===== config.mk =====
export PLATFORM = sky130hd
export DESIGN_NAME = lim_alert_top
export DESIGN_NICKNAME = d
export VERILOG_FILES = /design/src/rtl/lac_pkg.sv /design/src/rtl/lac_limits.sv /design/src/rtl/lac_compare.sv /design/src/rtl/lac_status.sv /design/src/rtl/lim_alert_top.sv
export SDC_FILE = /design/constraint.sdc
export NUM_CORES = 1
export LEC_CHECK = 0
export ABC_AREA = 0
export BUFFER_PORTS_ARGS = -buffer_cell sky130_fd_sc_hd__buf_2
export CAP_MARGIN = 20
export CORE_MARGIN = 8
export CORE_UTILIZATION = 55
export CTS_CLUSTER_DIAMETER = 60
export DETAILED_ROUTE_END_ITERATION = 7
export PLACE_DENSITY = 0.74
export SYNTH_ARGS = -nofsm -noshare
export SYNTH_HDL_FRONTEND = slang
export SYNTH_SLANG_ARGS = --single-unit

===== constraint.sdc =====
create_clock -name clk_i -period 3.65 [get_ports clk_i]
set_input_delay 0.5475 -clock clk_i [delete_from_list [all_inputs] [get_ports clk_i]]
set_output_delay 0.5475 -clock clk_i [all_outputs]
set_load 0.01 [all_outputs]

===== src/rtl/lac_pkg.sv =====
package lac_pkg;

  typedef enum logic [1:0] {
    KIND_VOLT = 2'd0,
    KIND_TEMP = 2'd1,
    KIND_FAN  = 2'd2
  } chan_kind_e;

  // Channel order is fixed: voltage, then temperature, then fan.
  function automatic chan_kind_e kind_of(input int ch, input int nv, input int nt);
    if (ch < nv)           return KIND_VOLT;
    else if (ch < nv + nt) return KIND_TEMP;
    else                   return KIND_FAN;
  endfunction

endpackage


===== src/rtl/lac_limits.sv =====
module lac_limits
  import lac_pkg::*;
#(
  parameter int N_VOLT = 4,
  parameter int N_TEMP = 3,
  parameter int N_FAN  = 2,
  parameter int VOLT_W = 8,
  parameter int TEMP_W = 8,
  parameter int FAN_W  = 16,
  parameter int DW     = 16,
  parameter int NCH    = N_VOLT + N_TEMP + N_FAN,
  parameter int CHW    = $clog2(NCH)
) (
  input  logic           clk_i,
  input  logic           rst_ni,
  input  logic           wr_i,
  input  logic [CHW-1:0] wr_ch_i,
  input  logic           wr_hi_i,
  input  logic [DW-1:0]  wr_val_i,
  input  logic [CHW-1:0] sel_ch_i,
  output logic [DW-1:0]  hi_o,
  output logic [DW-1:0]  lo_o
);

  localparam logic [DW-1:0] VOLT_LO_RST = '0;
  localparam logic [DW-1:0] VOLT_HI_RST = DW'({VOLT_W{1'b1}});
  localparam logic [DW-1:0] TEMP_LO_RST = DW'((1 << (TEMP_W - 1)) + 1);
  localparam logic [DW-1:0] TEMP_HI_RST = DW'((1 << (TEMP_W - 1)) - 1);
  localparam logic [DW-1:0] FAN_RST     = DW'({FAN_W{1'b1}});

  logic [DW-1:0] hi_q [NCH];
  logic [DW-1:0] lo_q [NCH];

  for (genvar c = 0; c < NCH; c++) begin : g_chan
    localparam chan_kind_e KIND = kind_of(c, N_VOLT, N_TEMP);
    logic hit;
    logic hi_en;
    logic lo_en;

    assign hit   = wr_i && (wr_ch_i == CHW'(c));
    assign hi_en = hit && wr_hi_i;
    assign lo_en = hit && !wr_hi_i;

    if (KIND == KIND_VOLT) begin : g_volt
      always_ff @(posedge clk_i or negedge rst_ni) begin
        if (!rst_ni) begin
          hi_q[c] <= VOLT_HI_RST;
          lo_q[c] <= VOLT_LO_RST;
        end else begin
          if (hi_en) hi_q[c] <= DW'(wr_val_i[VOLT_W-1:0]);
          if (lo_en) lo_q[c] <= DW'(wr_val_i[VOLT_W-1:0]);
        end
      end
    end else if (KIND == KIND_TEMP) begin : g_temp
      always_ff @(posedge clk_i or negedge rst_ni) begin
        if (!rst_ni) begin
          hi_q[c] <= TEMP_HI_RST;
          lo_q[c] <= TEMP_LO_RST;
        end else begin
          if (hi_en) hi_q[c] <= DW'(wr_val_i[TEMP_W-1:0]);
          if (lo_en) lo_q[c] <= DW'(wr_val_i[TEMP_W-1:0]);
        end
      end
    end else begin : g_fan
      // A fan has only a slowest-allowed bound; low-bound writes are dropped.
      always_ff @(posedge clk_i or negedge rst_ni) begin
        if (!rst_ni) begin
          hi_q[c] <= FAN_RST;
        end else if (hi_en) begin
          hi_q[c] <= DW'(wr_val_i[FAN_W-1:0]);
        end
      end
      assign lo_q[c] = '0;
    end
  end

  always_comb begin
    hi_o = '0;
    lo_o = '0;
    for (int c = 0; c < NCH; c++) begin
      if (sel_ch_i == CHW'(c)) begin
        hi_o = hi_q[c];
        lo_o = lo_q[c];
      end
    end
  end

endmodule


===== src/rtl/lac_compare.sv =====
module lac_compare
  import lac_pkg::*;
#(
  parameter int VOLT_W = 8,
  parameter int TEMP_W = 8,
  parameter int FAN_W  = 16,
  parameter int DW     = 16
) (
  input  chan_kind_e    kind_i,
  input  logic [DW-1:0] val_i,
  input  logic [DW-1:0] hi_i,
  input  logic [DW-1:0] lo_i,
  output logic          oor_o
);

  logic volt_oor;
  logic temp_oor;
  logic fan_oor;

  assign volt_oor = (val_i[VOLT_W-1:0] > hi_i[VOLT_W-1:0]) ||
                    (val_i[VOLT_W-1:0] < lo_i[VOLT_W-1:0]);

  assign temp_oor = ($signed(val_i[TEMP_W-1:0]) > $signed(hi_i[TEMP_W-1:0])) ||
                    ($signed(val_i[TEMP_W-1:0]) < $signed(lo_i[TEMP_W-1:0]));

  // An all-ones count is a stall and is flagged whatever the bound holds.
  assign fan_oor  = (val_i[FAN_W-1:0] > hi_i[FAN_W-1:0]) || (&val_i[FAN_W-1:0]);

  always_comb begin
    unique case (kind_i)
      KIND_VOLT: oor_o = volt_oor;
      KIND_TEMP: oor_o = temp_oor;
      KIND_FAN:  oor_o = fan_oor;
      default:   oor_o = 1'b0;
    endcase
  end

endmodule


===== src/rtl/lac_status.sv =====
module lac_status #(
  parameter int NCH = 9,
  parameter int CHW = $clog2(NCH)
) (
  input  logic           clk_i,
  input  logic           rst_ni,
  input  logic           meas_vld_i,
  input  logic [CHW-1:0] meas_ch_i,
  input  logic           oor_i,
  input  logic           rd_i,
  input  logic           msk_wr_i,
  input  logic [NCH-1:0] msk_val_i,
  output logic [NCH-1:0] status_o,
  output logic [NCH-1:0] fault_o,
  output logic           alert_o
);

  logic [NCH-1:0] status_q, status_d;
  logic [NCH-1:0] fault_q,  fault_d;
  logic [NCH-1:0] mask_q,   mask_d;
  logic [NCH-1:0] set_vec;
  logic [NCH-1:0] clr_vec;
  logic           fault_en;
  logic           status_en;

  always_comb begin
    fault_d = fault_q;
    set_vec = '0;
    for (int c = 0; c < NCH; c++) begin
      if (meas_vld_i && (meas_ch_i == CHW'(c))) begin
        fault_d[c] = oor_i;
        set_vec[c] = oor_i;
      end
    end
    // A read clears only bits whose latest reading is back within bounds.
    clr_vec   = rd_i ? ~fault_d : '0;
    status_d  = (status_q & ~clr_vec) | set_vec;
    mask_d    = msk_val_i;
    fault_en  = meas_vld_i;
    status_en = meas_vld_i || rd_i;
  end

  always_ff @(posedge clk_i or negedge rst_ni) begin
    if (!rst_ni) begin
      status_q <= '0;
      fault_q  <= '0;
      mask_q   <= '0;
    end else begin
      if (status_en) status_q <= status_d;
      if (fault_en)  fault_q  <= fault_d;
      if (msk_wr_i)  mask_q   <= mask_d;
    end
  end

  assign status_o = status_q;
  assign fault_o  = fault_q;
  assign alert_o  = |(status_q & ~mask_q);

endmodule


===== src/rtl/lim_alert_top.sv =====
module lim_alert_top
  import lac_pkg::*;
#(
  parameter int N_VOLT = 4,
  parameter int N_TEMP = 3,
  parameter int N_FAN  = 2,
  parameter int VOLT_W = 8,
  parameter int TEMP_W = 8,
  parameter int FAN_W  = 16,
  parameter int DW     = 16,
  parameter int NCH    = N_VOLT + N_TEMP + N_FAN,
  parameter int CHW    = $clog2(NCH)
) (
  input  logic           clk_i,
  input  logic           rst_ni,
  input  logic           meas_vld_i,
  input  logic [CHW-1:0] meas_ch_i,
  input  logic [DW-1:0]  meas_val_i,
  input  logic           lim_wr_i,
  input  logic [CHW-1:0] lim_ch_i,
  input  logic           lim_hi_i,
  input  logic [DW-1:0]  lim_val_i,
  input  logic           msk_wr_i,
  input  logic [NCH-1:0] msk_val_i,
  input  logic           stat_rd_i,
  output logic [NCH-1:0] status_o,
  output logic           alert_pull_o
);

  logic [DW-1:0]  sel_hi;
  logic [DW-1:0]  sel_lo;
  logic           oor;
  logic           ch_ok;
  logic           vld_ok;
  chan_kind_e     meas_kind;
  logic [NCH-1:0] fault_vec;

  assign ch_ok  = (int'(meas_ch_i) < NCH);
  assign vld_ok = meas_vld_i && ch_ok;

  always_comb begin
    meas_kind = KIND_VOLT;
    for (int c = 0; c < NCH; c++) begin
      if (meas_ch_i == CHW'(c)) meas_kind = kind_of(c, N_VOLT, N_TEMP);
    end
  end

  lac_limits #(
    .N_VOLT(N_VOLT), .N_TEMP(N_TEMP), .N_FAN(N_FAN),
    .VOLT_W(VOLT_W), .TEMP_W(TEMP_W), .FAN_W(FAN_W),
    .DW(DW), .NCH(NCH), .CHW(CHW)
  ) u_limits (
    .clk_i    (clk_i),
    .rst_ni   (rst_ni),
    .wr_i     (lim_wr_i),
    .wr_ch_i  (lim_ch_i),
    .wr_hi_i  (lim_hi_i),
    .wr_val_i (lim_val_i),
    .sel_ch_i (meas_ch_i),
    .hi_o     (sel_hi),
    .lo_o     (sel_lo)
  );

  lac_compare #(
    .VOLT_W(VOLT_W), .TEMP_W(TEMP_W), .FAN_W(FAN_W), .DW(DW)
  ) u_compare (
    .kind_i (meas_kind),
    .val_i  (meas_val_i),
    .hi_i   (sel_hi),
    .lo_i   (sel_lo),
    .oor_o  (oor)
  );

  lac_status #(
    .NCH(NCH), .CHW(CHW)
  ) u_status (
    .clk_i      (clk_i),
    .rst_ni     (rst_ni),
    .meas_vld_i (vld_ok),
    .meas_ch_i  (meas_ch_i),
    .oor_i      (oor),
    .rd_i       (stat_rd_i),
    .msk_wr_i   (msk_wr_i),
    .msk_val_i  (msk_val_i),
    .status_o   (status_o),
    .fault_o    (fault_vec),
    .alert_o    (alert_pull_o)
  );

endmodule


==> reports/metrics.cfg, run 1 <==
[synthesis]
synth_edf_count=0
yosysMostFrequentCell=mux2_2
synth_flop_cell=dfstp_2
yosys-top-cells-count=mux2_2, dfstp_2, dfrtp_1
yosys.area.top_type_share=0.286
avgSynthCellArea_sq_um=12.4
async_flop_share=1.00
synthTopCellsByArea=dfstp_2, dfrtp_1, mux2_2, ha_1, nand2_1
synth_cell_type_count=53
ys_seq_elements=171
ys_seq_area_frac=0.525
syn_inst=677
syn_nets=756
yosysWarnings=0
synth.cell_area_sq_mm=0.00837
yosys.area.top_type=dfstp_2

[route]
vias_per_cell=6.08
vias=5858
route.detailed.drc=0
drt_first_pass_iters=6
wire_per_inst_microns=21.2
drt_iter0_drc=465
postRouteAntennaNets=0
wl_microns=20500

[final_layout]
diodes=0
area_growth_syn_to_layout_pct=16.1
nets=842
fin_util=0.647
n_fill_cell=1148
drive_gt1_frac=0.499
multi_input_area_sq_mm=0.00378
regArea_sq_mm=0.00439

[setup_path]
ff2ff_path_depth=13
crit_chain=buf_2 -> mux4_2 -> a222oi_1 -> a21oi_1 -> a221oi_1 -> ha_1 -> and4b_1 -> a211o_1 -> a211o_1 -> nand2_1 -> nor2_1 -> a211oi_2 -> buf_4 -> o21ai_0
start_kind=input pin
cp_common_cell=a211o_1
cp.depth=14
rrSetupSlack_ns=0.24
critPathMaxFanout=12
worst_setup_path_end_kind=flip-flop
crit_start=meas_ch_i[0]
max_stage_delay_ns=0.53
rr_endpoint=u_status.fault_o[8]$_DFFE_PN0P_
crit_required_ns=3.96
crit_type=in -> reg
crit_buf_inv=2
slowest_stage=mux4_2
worstSetupEndpoint=u_status.fault_o[8]$_DFFE_PN0P_
worstPathArrival_ns=3.73
r2r_start=u_limits.hi_q[82]$_DFFE_PN1P_
cp_top_family=compound AO/OA/AOI/OAI gates

[cts]
cts_buffer_depth=2
clk_pin_slew_ns=0.06
root_buffer=clkbuf_16
cts_tree=done
clock-sinks=171
numCtsBuffers=17
clk-insertion-delay-late_ns=0.43
ctsHtreeMaxLevel=4

[timing]
rsz0062_at_grt=no
fin_crit_sh=0.939
fin_skew_ns=0.00770
setup_viol=0
worst_pin_slew_ns=0.870
max_slew_margin=0.418
period_minus_slack_ns=3.43
max_clock_freq_mhz=292
drv_slew=0
layout_setup_ws_ns=0.224
hold_viol=0

[power_and_ir_drop]
power_density_mw_per_mm2=552
p_leak_nw=4.31
vdd_drop_max_mv=0.379

[floorplan]
core_area_sq_mm=0.0150
rows=45
die_h_microns=139
die_area_sq_mm=0.0194
die_w_microns=139
start_util=0.557
ios=66

[grt]
gr-total-overflow=0
grt_pass1_vias=6257
grt_pass1_wl_microns=33800
antenna_found_initial=0
grt_usage=0.219
grt_start_max_net_pins=93

[placement]
place_ws_ns=-0.217
place_hpwl_microns=14400
gp_congestion=0.937
io_buffer_count=65

[min_path]
hold_class=in -> async

[flow_run]
cap_violations=0

[run_status]
status=finished, final reports clean

-- state kept, by name, indices dropped and copies added (netlist names) --
| register | flops |
|---|---|
| u_status.mask_q | 9 |
| u_status.status_o | 9 |
| u_limits.hi_q | 88 |
| u_status.fault_o | 9 |
| u_limits.lo_q | 56 |
-- cells by family after synthesis --
kind of cell               Yosys count  share of synthesized area
DFF                                171                      0.525
and+or+nand+nor                    147                     0.0874
muxes                              165                      0.231
AOI/OAI and AO/OA                  123                     0.0983
buffers and inverters               48                     0.0241
adders and majority gates           23                     0.0344
-- routing by layer --
layer | up-vias | part of all wire | GRT usage
met5 | - | 0 | 0
met3 | 25 | 0.051 | 0.0496
li1 | 2678 | - | -
met2 | 172 | 0.49 | 0.365
met4 | 0 | 0.017 | 0.0676
met1 | 2983 | 0.44 | 0.281
-- area by class of cell --
cell class | instances | area share
Clock buffer | 22 | 0.0488
Clock inverter | 10 | 0.0169
Inverter | 11 | 0.00425
Multi-Input combinational cell | 458 | 0.389
Sequential cell | 171 | 0.452
Tap cell | 188 | 0.0242
Timing Repair Buffer | 104 | 0.0655
-- stage by stage --
step	hold slack (ns)	power [mW]	instance area [sq um]	cells	setup TNS, ns
after floorplan	0.252	3.12	8390	677	0
after global placement	0.457	3.37	9090	932	-1.48
after detailed placement	0.466	3.44	9090	932	-2.98
after CTS	0.164	5.39	9720	964	0
after global routing	0.185	5.59	9720	964	0
final	0.139	5.36	9720	964	0
-- repair_timing --
item,4_1_cts,5_1_grt
setup endpoints to repair,0,6
hold buffers,0,0
gates resized for setup,0,0
setup buffers,0,0
-- worst min path at each step --
stage                               startpoint                         endpoint
6_report                                rst_ni   u_status.mask_q[2]$_DFFE_PN0P_
5_1_grt                                 rst_ni   u_status.mask_q[1]$_DFFE_PN0P_
2_1_floorplan                           rst_ni    u_limits.hi_q[39]$_DFFE_PN0P_
3_3_place_gp   u_status.fault_o[8]$_DFFE_PN0P_  u_status.fault_o[8]$_DFFE_PN0P_
3_5_place_dp   u_status.fault_o[6]$_DFFE_PN0P_  u_status.fault_o[6]$_DFFE_PN0P_
4_1_cts                                 rst_ni   u_status.mask_q[1]$_DFFE_PN0P_
-- layout by cell type, fill, tap and decap left out, drive strengths merged, types with 5 or more instances in the layout --
master and instances:
nand3 8, ha 23, buf 104, a21o 5, nand2 66, inv 11, a211o 7, dfrtp 80
mux2 148, nand4 8, a221oi 5, o21ai 39, a21oi 24, mux4 8, a222oi 8, nor2 25
nor3 5, clkinv 5, nand2b 7, mux2i 9, nor2b 9, a22oi 18, clkbuf 22, dfstp 91
-- power by group --
| part | internal, mW | switching [mW] |
|---|---|---|
| logic | 0.448 | 0.397 |
| clock network | 1.20 | 0.736 |
| registers | 2.39 | 0.189 |
| total | 4.04 | 1.32 |
Note: power is estimated with default switching activity, not from simulation.
==> run 2, diff against run 1 <==
--- a/config.mk
+++ b/config.mk
@@ -12,7 +12,9 @@
 export CORE_UTILIZATION = 55
 export CTS_CLUSTER_DIAMETER = 60
 export DETAILED_ROUTE_END_ITERATION = 7
+export MAX_ROUTING_LAYER = met4
 export PLACE_DENSITY = 0.74
+export SLEW_MARGIN = 20
 export SYNTH_ARGS = -nofsm -noshare
 export SYNTH_HDL_FRONTEND = slang
 export SYNTH_SLANG_ARGS = --single-unit
==> run 2 against run 1 <==
Flip-flop and latch count unchanged. Routed wire length decreased by 1.6%. Sequential share of layout area decreased by 0.099 points. Hold slack improved by 0.012 ns. Sequential power about the same. Critical endpoint is now u_status.fault_o[2]$_DFFE_PN0P_.
==> reports/metrics.cfg, run 2 (synthesis gave the netlist of run 1 again) <==
[setup_path]
crit_buf_inv=1  ; -1
slowest_stage=mux4_2
worstPathArrival_ns=3.73  ; about the same
max_stage_delay_ns=0.45  ; -0.08 ns
crit_type=reg -> reg
crit_required_ns=3.97  ; about the same
crit_chain=mux4_2 -> a222oi_1 -> a21oi_1 -> a21oi_1 -> nand2_1 -> o21ai_1 -> ha_1 -> and4b_1 -> a211o_1 -> a211o_1 -> nand2b_1 -> a21oi_2 -> a211oi_2 -> buf_4 -> o21ai_1
critPathMaxFanout=6  ; -6
cp_top_family=compound AO/OA/AOI/OAI gates
worst_setup_path_end_kind=flip-flop
start_kind=flip-flop

[cts]
clk_pin_slew_ns=0.07  ; about the same
cts_buffer_depth=2  ; unchanged
cts_tree=done
numCtsBuffers=17  ; unchanged
post_cts_resized=0  ; unchanged
root_buffer=clkbuf_16
ctsHoldBuffers=0  ; unchanged
clock-sinks=171  ; unchanged
ctsHtreeMaxLevel=4  ; unchanged
post_cts.repair.setup_buffers=0  ; unchanged
clk-insertion-delay-late_ns=0.44  ; about the same

[placement]
io_buffer_count=65  ; unchanged
gp_congestion=0.897  ; -4.3%
place_hpwl_microns=14700  ; +1.8%
dpl_cell_area_sq_mm=0.00915  ; +0.72%

[route]
drt_iter0_drc=429  ; -7.7%
drt_first_pass_iters=5  ; -1
postRouteAntennaNets=0  ; unchanged
vias=5843  ; -0.26%
wire_per_inst_microns=20.7  ; -2.4%
route.detailed.drc=0  ; unchanged
wl_microns=20100  ; -1.6%
vias_per_cell=6.01  ; -1.1%

[floorplan]
rows=45  ; unchanged
die_w_microns=139  ; unchanged
die_area_sq_mm=0.0194  ; unchanged
start_util=0.557  ; unchanged
core_area_sq_mm=0.0150  ; unchanged
ios=66  ; unchanged
die_h_microns=139  ; unchanged

[timing]
worst_pin_slew_ns=0.842  ; -0.0280 ns
max_clock_freq_mhz=294  ; +0.55%
fin_skew_ns=0.0114  ; +0.00366 ns
hold_ws_ns=0.151  ; +0.0122 ns
setup-tns-final_ns=0  ; unchanged
setup_viol=0  ; unchanged
max_slew_margin=0.437  ; +0.0187
hold_viol=0  ; unchanged
drv_slew=0  ; unchanged
rsz0062_at_grt=no
period_minus_slack_ns=3.41  ; -0.0186 ns
fin_crit_sh=0.933  ; -0.00510

[final_layout]
n_fill_cell=1126  ; -1.9%
mostFrequentLayoutCell=mux2_2
drive_gt1_frac=0.509  ; +0.0102
regMostFlops=u_limits.hi_q
diodes=0  ; unchanged
design_area_sq_mm=0.00975  ; +0.22%
largest_reg_flops=88  ; unchanged
area_growth_syn_to_layout_pct=16.4
nets=850  ; +0.95%
top_regs=u_limits.hi_q (88), u_limits.lo_q (56)
final_cell_mix=mux2_2, dfstp_2, dfrtp_1

[power_and_ir_drop]
power_density_mw_per_mm2=534  ; -3.2%
vdd_drop_max_mv=0.405  ; +6.7%
p_leak_nw=4.31  ; +0.13%

[grt]
gr-total-overflow=0  ; unchanged
grt_pass1_wl_microns=33000  ; -2.3%
grt_pass1_vias=6194  ; -1.0%
antenna_found_initial=0  ; unchanged
grt_usage=0.221  ; +0.00162
grt_start_max_net_pins=87  ; -6.5%

[flow_run]
cap_violations=0  ; unchanged

[min_path]
hold_class=in -> async

[run_status]
status=finished, final reports clean

==> run 2: cell types whose count changed in the layout (fill, tap and decap cells not counted), moves of 6 or more <==
| cell | before | now |
|---|---|---|
| o21ai_1 | 4 | 12 |
| inv_6 | 0 | 6 |
| o21ai_0 | 35 | 26 |
| buf_4 | 38 | 45 |
==> run 2: through the flow <==
stage                     utilization  worst slack (ns)  total power, mW  cells
after global routing            0.648            0.0202             5.44    972
after detailed placement        0.609            -0.199             3.46    939
after CTS                       0.647             0.231             5.22    971
after global placement          0.609            -0.166             3.39    939
after floorplan                     -           0.00807             3.12    677
final                           0.648             0.243             5.20    972
==> run 2: final timing paths <==
check                                           startpoint                              end  slack, ns  cells after the start
hold / removal                                      rst_ni  u_status.fault_o[3]$_DFFE_PN0P_       0.15                      1
max in group asynchronous                           rst_ni    u_limits.lo_q[39]$_DFFE_PN1P_       2.55                      2
hold reg to reg            u_status.fault_o[7]$_DFFE_PN0P_  u_status.fault_o[7]$_DFFE_PN0P_       0.48                      2
setup / recovery             u_limits.hi_q[81]$_DFFE_PN1P_  u_status.fault_o[2]$_DFFE_PN0P_       0.24                     15
setup reg to reg             u_limits.hi_q[81]$_DFFE_PN1P_  u_status.fault_o[2]$_DFFE_PN0P_       0.24                     15
min in group clk_i                            msk_val_i[8]   u_status.mask_q[8]$_DFFE_PN0P_       0.32                      3
==> run 2: worst register-to-register path, stage by stage (launching register included) <==
cell,delay (ns)
dfstp_2,0.38
mux4_2,0.45
a222oi_1,0.33
a21oi_1,0.13
a21oi_1,0.13
nand2_1,0.06
o21ai_1,0.10
ha_1,0.27
and4b_1,0.21
a211o_1,0.23
a211o_1,0.30
nand2b_1,0.10
a21oi_2,0.06
a211oi_2,0.28
buf_4,0.20
o21ai_1,0.08
==> run 2: power by group <==
group          internal, mW  switching, mW
Combinational         0.459          0.397
Clock                 0.963          0.801
Sequential             2.39          0.190
==> run 2: layer usage <==
| metal | vias up | track usage | share of wire |
|---|---|---|---|
| met2 | 132 | 0.361 | 0.50 |
| met5 | - | - | 0 |
| met4 | 0 | 0.0624 | 0.014 |
| met3 | 22 | 0.0513 | 0.049 |
| li1 | 2681 | - | - |
| met1 | 3008 | 0.271 | 0.44 |
==> run 2: area by class of cell <==
| type | instances | area [sq um] | share of cell area |
|---|---|---|---|
| sequential | 171 | 4390 | 0.451 |
| tap | 188 | 235 | 0.0241 |
| multi-input combinational | 458 | 3790 | 0.389 |
| clock inverter | 15 | 151 | 0.0155 |
| clock buffer | 17 | 425 | 0.0437 |
| timing repair buffer | 112 | 712 | 0.0731 |
| inverter | 11 | 41.3 | 0.00424 |
